<file path="config.mk">
export PLATFORM = sky130hd
export DESIGN_NAME = adc_pace_ctrl
export DESIGN_NICKNAME = d
export VERILOG_FILES = /design/src/rtl/adc_pace_pkg.sv /design/src/rtl/pace_timer.sv /design/src/rtl/busy_sync.sv /design/src/rtl/conv_seq.sv /design/src/rtl/sample_fifo.sv /design/src/rtl/adc_pace_ctrl.sv
export SDC_FILE = /design/constraint.sdc
export NUM_CORES = 1
export LEC_CHECK = 0
export BUFFER_PORTS_ARGS = -buffer_cell sky130_fd_sc_hd__buf_2
export CAP_MARGIN = 25
export CELL_PAD_IN_SITES_DETAIL_PLACEMENT = 1
export CELL_PAD_IN_SITES_GLOBAL_PLACEMENT = 2
export CORE_MARGIN = 5
export CORE_UTILIZATION = 35
export CTS_CLUSTER_SIZE = 40
export DETAILED_ROUTE_END_ITERATION = 8
export GPL_TIMING_DRIVEN = 0
export PLACE_DENSITY_LB_ADDON = 0.2
export REMOVE_ABC_BUFFERS = 1
export SYNTH_ARGS = -nofsm -noshare
export SYNTH_HDL_FRONTEND = slang
export SYNTH_SLANG_ARGS = --single-unit
</file>
<file path="constraint.sdc">
create_clock -name clk -period 3.18 [get_ports clk]
set_clock_uncertainty 0.1 [all_clocks]
set_input_delay 0.318 -clock clk [delete_from_list [all_inputs] [get_ports clk]]
set_output_delay 0.318 -clock clk [all_outputs]
set_load 0.05 [all_outputs]
</file>
<file path="src/rtl/adc_pace_pkg.sv">
package adc_pace_pkg;
  typedef enum logic [2:0] {
    SQ_IDLE,
    SQ_START,
    SQ_ARM,
    SQ_CONV,
    SQ_READ
  } seq_state_t;
endpackage

</file>
<file path="src/rtl/pace_timer.sv">
module pace_timer #(
  parameter int PERIOD_W = 16
) (
  input  logic                clk,
  input  logic                rst_n,
  input  logic                en,
  input  logic [PERIOD_W-1:0] period_cfg,
  output logic                tick
);
  logic [PERIOD_W-1:0] cnt_q, cnt_d, last;

  always_comb begin
    last = (period_cfg == '0) ? '0 : period_cfg - 1'b1;
    tick = en && (cnt_q == last);
    if (!en || tick) cnt_d = '0;
    else             cnt_d = cnt_q + 1'b1;
  end

  always_ff @(posedge clk or negedge rst_n) begin
    if (!rst_n) cnt_q <= '0;
    else        cnt_q <= cnt_d;
  end
endmodule

</file>
<file path="src/rtl/busy_sync.sv">
module busy_sync #(
  parameter int STAGES = 2
) (
  input  logic clk,
  input  logic rst_n,
  input  logic din,
  output logic dout
);
  logic [STAGES-1:0] sh_q;

  generate
    if (STAGES == 1) begin : g_one
      always_ff @(posedge clk or negedge rst_n) begin
        if (!rst_n) sh_q <= '1;
        else        sh_q <= din;
      end
    end else begin : g_many
      always_ff @(posedge clk or negedge rst_n) begin
        if (!rst_n) sh_q <= '1;
        else        sh_q <= {sh_q[STAGES-2:0], din};
      end
    end
  endgenerate

  assign dout = sh_q[STAGES-1];
endmodule

</file>
<file path="src/rtl/conv_seq.sv">
module conv_seq
  import adc_pace_pkg::*;
#(
  parameter int ST_CYCLES = 2,
  parameter int STRB_W    = 4
) (
  input  logic              clk,
  input  logic              rst_n,
  input  logic              tick,
  input  logic              busy_n_s,
  input  logic [STRB_W-1:0] rd_len_cfg,
  output logic              st,
  output logic              strobe_n,
  output logic              irq,
  output logic              push,
  output logic              overrun
);
  localparam int ST_W  = $clog2(ST_CYCLES + 1);
  localparam int CNT_W = (STRB_W > ST_W) ? STRB_W : ST_W;
  localparam logic [CNT_W-1:0] ST_LAST = CNT_W'(ST_CYCLES - 1);

  seq_state_t       state_q, state_d;
  logic [CNT_W-1:0] cnt_q, cnt_d, rd_last;
  logic             irq_q, irq_d, ovr_q, ovr_d;

  always_comb begin
    rd_last  = (rd_len_cfg == '0) ? '0 : CNT_W'(rd_len_cfg - 1'b1);
    state_d  = state_q;
    cnt_d    = cnt_q;
    irq_d    = irq_q;
    ovr_d    = ovr_q;
    push     = 1'b0;
    if (tick && (state_q != SQ_IDLE)) ovr_d = 1'b1;
    case (state_q)
      SQ_IDLE: if (tick) begin
        state_d = SQ_START;
        cnt_d   = '0;
      end
      SQ_START: begin
        if (cnt_q == ST_LAST) state_d = SQ_ARM;
        else                  cnt_d   = cnt_q + 1'b1;
      end
      SQ_ARM:  if (!busy_n_s) state_d = SQ_CONV;
      SQ_CONV: if (busy_n_s) begin
        state_d = SQ_READ;
        cnt_d   = '0;
        irq_d   = 1'b1;
      end
      SQ_READ: begin
        if (cnt_q == rd_last) begin
          push    = 1'b1;
          irq_d   = 1'b0;
          state_d = SQ_IDLE;
        end else begin
          cnt_d = cnt_q + 1'b1;
        end
      end
      default: state_d = SQ_IDLE;
    endcase
  end

  always_ff @(posedge clk or negedge rst_n) begin
    if (!rst_n) begin
      state_q <= SQ_IDLE;
      cnt_q   <= '0;
      irq_q   <= 1'b0;
      ovr_q   <= 1'b0;
    end else begin
      state_q <= state_d;
      cnt_q   <= cnt_d;
      irq_q   <= irq_d;
      ovr_q   <= ovr_d;
    end
  end

  assign st       = (state_q == SQ_START);
  assign strobe_n = (state_q != SQ_READ);
  assign irq      = irq_q;
  assign overrun  = ovr_q;
endmodule

</file>
<file path="src/rtl/sample_fifo.sv">
module sample_fifo #(
  parameter int DW     = 8,
  parameter int DEPTH  = 16,
  parameter int DROP_W = 8
) (
  input  logic                      clk,
  input  logic                      rst_n,
  input  logic                      push,
  input  logic [DW-1:0]             push_data,
  input  logic                      pop,
  output logic [DW-1:0]             rd_data,
  output logic                      empty,
  output logic                      full,
  output logic [$clog2(DEPTH):0]    level,
  output logic [DROP_W-1:0]         drop_count
);
  localparam int AW = $clog2(DEPTH);
  localparam int LW = AW + 1;

  logic [DW-1:0]     mem_q [DEPTH];
  logic [AW-1:0]     wr_q, wr_d, rd_q, rd_d;
  logic [LW-1:0]     lvl_q, lvl_d;
  logic [DROP_W-1:0] drop_q, drop_d;
  logic              do_push, do_pop;

  always_comb begin
    empty   = (lvl_q == '0);
    full    = (lvl_q == LW'(DEPTH));
    do_push = push && !full;
    do_pop  = pop && !empty;
    wr_d    = wr_q;
    rd_d    = rd_q;
    lvl_d   = lvl_q;
    drop_d  = drop_q;
    if (do_push) wr_d = (wr_q == AW'(DEPTH - 1)) ? '0 : wr_q + 1'b1;
    if (do_pop)  rd_d = (rd_q == AW'(DEPTH - 1)) ? '0 : rd_q + 1'b1;
    if (do_push && !do_pop)      lvl_d = lvl_q + 1'b1;
    else if (do_pop && !do_push) lvl_d = lvl_q - 1'b1;
    if (push && full && (drop_q != '1)) drop_d = drop_q + 1'b1;
  end

  always_ff @(posedge clk or negedge rst_n) begin
    if (!rst_n) begin
      wr_q   <= '0;
      rd_q   <= '0;
      lvl_q  <= '0;
      drop_q <= '0;
    end else begin
      wr_q   <= wr_d;
      rd_q   <= rd_d;
      lvl_q  <= lvl_d;
      drop_q <= drop_d;
    end
  end

  always_ff @(posedge clk) begin
    if (do_push) mem_q[wr_q] <= push_data;
  end

  assign rd_data    = mem_q[rd_q];
  assign level      = lvl_q;
  assign drop_count = drop_q;
endmodule

</file>
<file path="src/rtl/adc_pace_ctrl.sv">
module adc_pace_ctrl #(
  parameter int PERIOD_W    = 16,
  parameter int STRB_W      = 4,
  parameter int DW          = 8,
  parameter int DEPTH       = 16,
  parameter int DROP_W      = 8,
  parameter int ST_CYCLES   = 2,
  parameter int SYNC_STAGES = 2
) (
  input  logic                    clk,
  input  logic                    rst_n,
  input  logic                    enable,
  input  logic [PERIOD_W-1:0]     period_cfg,
  input  logic [STRB_W-1:0]       rd_len_cfg,
  input  logic                    adc_busy_n,
  input  logic [DW-1:0]           adc_data,
  output logic                    adc_st,
  output logic                    adc_cs_n,
  output logic                    adc_rd_n,
  output logic                    irq,
  input  logic                    pop,
  output logic [DW-1:0]           rd_data,
  output logic                    fifo_empty,
  output logic                    fifo_full,
  output logic [$clog2(DEPTH):0]  fifo_level,
  output logic                    overrun,
  output logic [DROP_W-1:0]       drop_count
);
  logic tick, busy_n_s, strobe_n, push;

  pace_timer #(.PERIOD_W(PERIOD_W)) timer_i (
    .clk(clk), .rst_n(rst_n), .en(enable), .period_cfg(period_cfg), .tick(tick)
  );

  busy_sync #(.STAGES(SYNC_STAGES)) sync_i (
    .clk(clk), .rst_n(rst_n), .din(adc_busy_n), .dout(busy_n_s)
  );

  conv_seq #(.ST_CYCLES(ST_CYCLES), .STRB_W(STRB_W)) seq_i (
    .clk(clk), .rst_n(rst_n), .tick(tick), .busy_n_s(busy_n_s),
    .rd_len_cfg(rd_len_cfg), .st(adc_st), .strobe_n(strobe_n),
    .irq(irq), .push(push), .overrun(overrun)
  );

  sample_fifo #(.DW(DW), .DEPTH(DEPTH), .DROP_W(DROP_W)) fifo_i (
    .clk(clk), .rst_n(rst_n), .push(push), .push_data(adc_data), .pop(pop),
    .rd_data(rd_data), .empty(fifo_empty), .full(fifo_full),
    .level(fifo_level), .drop_count(drop_count)
  );

  assign adc_cs_n = strobe_n;
  assign adc_rd_n = strobe_n;
endmodule

</file>
==> flow_metrics.tcl <==
set metrics [dict create \
    cts_sinks 176 \
    cp-start-kind "register" \
    cts_inserted_buffers 17 \
    drt_iter0_drc 320 \
    place_hpwl_um 14200 \
    rsz0062_at_grt "yes" \
    setup_tns_ns 0 \
    ys.flop_type "edfxtp_1" \
    grt_use_total_pct 14.9 \
    syn_to_final_growth_pct 16.9 \
    crit_start "seq_i.cnt_q[1]" \
    syn_inst 676 \
    io_buffer_count 60 \
    overflow 0 \
    cp-end-kind "register" \
    p_int_mw 4.37 \
    status "finished, final reports clean" \
    dpl.cell_count 1027 \
    wl_per_cell_um 18.9 \
    dieArea_um2 27700 \
    cp_common_cell "a21oi_2" \
    grt_max_degree 39 \
    crit_path_top_delay_cell "dfrtp_2" \
    required_ns 3.40 \
    clkPwrFrac_pct 31.5 \
    hold-worst-slack_ns 0.123 \
    root_buffer "clkbuf_16" \
    cts_htree_levels 4 \
    crit_buf_inv 2 \
    dieWidth_um 166 \
    viasPerCell 5.24 \
    synthesis.area_um2 8550 \
    cellPowerDensity_nw_per_um2 694 \
    r2r_cells 14 \
    finalWirelength_um 20200 \
    yosysTopAreaCell "edfxtp_1" \
    synth_mux_area_share_pct 8.92 \
    hold_violations 0 \
    slew_violations 0 \
    top_level_ports 61 \
    synth_most_common_cell "edfxtp_1" \
    critical_path_cell_count 14 \
    fmax_ghz 0.315 \
    timing.slew.headroom_pct 48.7 \
    synth_compound_area_share_pct 10.1 \
    gp_congestion 0.766 \
    synth_top_area_share_pct 44.9 \
    arrival_ns 3.39 \
    async_flop_share_pct 27.3 \
    first_pass_iters 5 \
    ys_seq_area_share_pct 59.0 \
    clock_path_buffers 2 \
    hold_class "in -> reg" \
    rows 57 \
    synth_xor_area_share_pct 4.40 \
    crit_fanout 5 \
    die_h_um 166 \
    p_sw_mw 2.57 \
    criticalPathCategory "reg -> reg" \
    first_global_vias 5932 \
    cpPeakStageDelay_ns 0.44 \
    layout-drive-gt1-share_pct 22.3 \
    rrSetupSlack_ns 0.008 \
    p_seq_share_pct 40.4 \
    setup-violations-final 0 \
    ys_ff_latch 176 \
    ant_nets 0 \
    critical_path.endpoint "fifo_i.level[4]" \
    r2r-end "fifo_i.level[4]" \
    avgSynthCellArea_um2 12.7 \
    p_comb_share_pct 28.0 \
    p_sw_share_pct 37.0 \
    cp_top_family "compound AO/OA/AOI/OAI gates" \
    worstMarginPinSlew_ns 0.763 \
    synth_edf_count 128 \
    via_count 5604 \
    fin_nets 780 \
    synth_commonest_cells "128 x edfxtp_1, 48 x nor2_1, 46 x dfrtp_1, 44 x o21ai_0, 39 x nand2_1" \
    yosysUniqueCellTypes 74 \
    max-vdd-ir-drop_mv 0.336 \
    ys_warn_count 0 \
    core_um2 24200 \
    period_needed_ns 3.17 \
    initial_core_util_pct 35.4 \
    utilization_pct 41.3 \
    synth_top_family_by_area "simple AND/OR/NAND/NOR gates" \
    p_leak_nw 3.64 \
    instances_no_fill 1069 \
    drcViolationCount 0 \
    synth_adder_area_share_pct 2.28 \
    synthSimpleGateAreaFrac_pct 12.6 \
    fin_crit_sh_pct 99.7 \
    cts_tree "built" \
    clock_latency_ns 0.43 \
    yosys-top-cells-area "edfxtp_1 45%, dfrtp_1 13%, mux4_2 4.2%" \
    worstReg2RegStart "seq_i.cnt_q[1]" \
    antenna_found_initial 0 \
    cap_viol_max_count 0 \
    diodes 0 \
    clk_pin_slew_worst_paths_ns 0.08 \
    critical_path.cell_chain "or3_1 -> a21oi_2 -> o21bai_2 -> a21oi_4 -> nor3b_4 -> buf_6 -> ha_4 -> inv_4 -> ha_1 -> a21o_1 -> a21oi_2 -> xnor2_1 -> nor2_1 -> xor2_1" \
    grt_pass1_wl_um 32800 \
]
what timing repair did:
item	in CTS	in global routing
setup buffers	7	1
pin swaps	3	3
hold buffers	2	0
endpoints found under the setup margin	164	55
resized for setup	18	16
hold endpoints to repair	25	0
cell usage in the layout, fill, tap and decap left out, types with 6 or more instances in the layout:
master,n
nor2_1,47
and2_1,10
a22oi_1,11
edfxtp_1,128
ha_1,13
a21oi_1,26
nor3_1,11
o21ai_0,43
xor2_1,19
inv_1,16
a221oi_1,10
xnor2_1,24
and3_1,8
and2_2,6
nand3_1,25
buf_2,60
mux2_2,10
dfrtp_1,42
mux4_2,16
nand2_1,39
clkbuf_16,17
buf_4,7
mux2i_1,29
flip-flops by register name, indices dropped and copies added (netlist names):
signal and flops:
seq_i.overrun 1, sync_i.sh_q 2, fifo_i.level 5, fifo_i.drop_count 8
timer_i.cnt_q 16, seq_i.irq 1, fifo_i.rd_q 4, fifo_i.wr_q 4
seq_i.state_q 3, seq_i.cnt_q 4, fifo_i.mem_q 128
how the worst min path moves through the flow:
stage	startpoint	end	depth (start not counted)	slack [ns]
floorplan	rst_n	fifo_i.drop_count[0]	0	-0.08
global placement	sync_i.sh_q[0]	sync_i.sh_q[1]	0	0.25
detailed placement	rst_n	seq_i.cnt_q[2]	1	0.13
CTS	enable	seq_i.overrun	3	0.11
global route	enable	seq_i.overrun	3	0.14
finish	enable	seq_i.overrun	3	0.12
stage by stage:
step / power (mW) / cell area (um2) / setup slack [ns]
floorplan: 4.20 / 8380 / -0.677
global placement: 4.74 / 9090 / -1.45
detailed placement: 4.76 / 9120 / -0.993
CTS: 7.02 / 9910 / -0.0121
global route: 7.29 / 9990 / -0.0975
finish: 6.94 / 9990 / 0.00816
area by class of cell:
cell class | count | area, um2
Sequential cell | 176 | 5050
Clock buffer | 17 | 425
Tap cell | 324 | 405
Clock inverter | 15 | 215
Timing Repair Buffer | 73 | 444
Inverter | 17 | 66.3
Fill cell | 2526 | 14200
Multi-Input combinational cell | 447 | 3380
kinds of logic (layout without fill, tap and decap cells):
kind of cell,after synthesis,in the layout
and+or+nand+nor,201,201
muxes,55,55
adders and majority gates,15,15
xor gates and xnor gates,43,43
AOI/OAI and AO/OA,133,133
buffers and inverters,53,122
DFF,176,176
layer usage:
layer  share of wire, %  routed length, um  global-route usage, %
met1                 44               8880                   18.8
met2                 53              10700                   26.5
met3                2.2                435                   2.55
met4               0.87                175                   3.95
met5                  0                  0                      0
worst reg2reg max path: stages (launching register included):
cell	delay (ns)
dfrtp_2	0.44
or3_1	0.37
a21oi_2	0.16
o21bai_2	0.09
a21oi_4	0.26
nor3b_4	0.27
buf_6	0.14
ha_4	0.14
inv_4	0.05
ha_1	0.32
a21o_1	0.21
a21oi_2	0.14
xnor2_1	0.15
nor2_1	0.07
xor2_1	0.14
power groups by stage:
| stage | sequential (mW) | combinational (mW) | clock, mW |
|---|---|---|---|
| after floorplan | 2.92 | 1.28 | 0 |
| after global placement | 2.92 | 1.82 | 0 |
| after detailed placement | 2.94 | 1.83 | 0 |
| after CTS | 2.82 | 1.95 | 2.25 |
| after global routing | 2.84 | 2.09 | 2.36 |
| final | 2.81 | 1.94 | 2.19 |
Power figures use the tool's default switching activity.
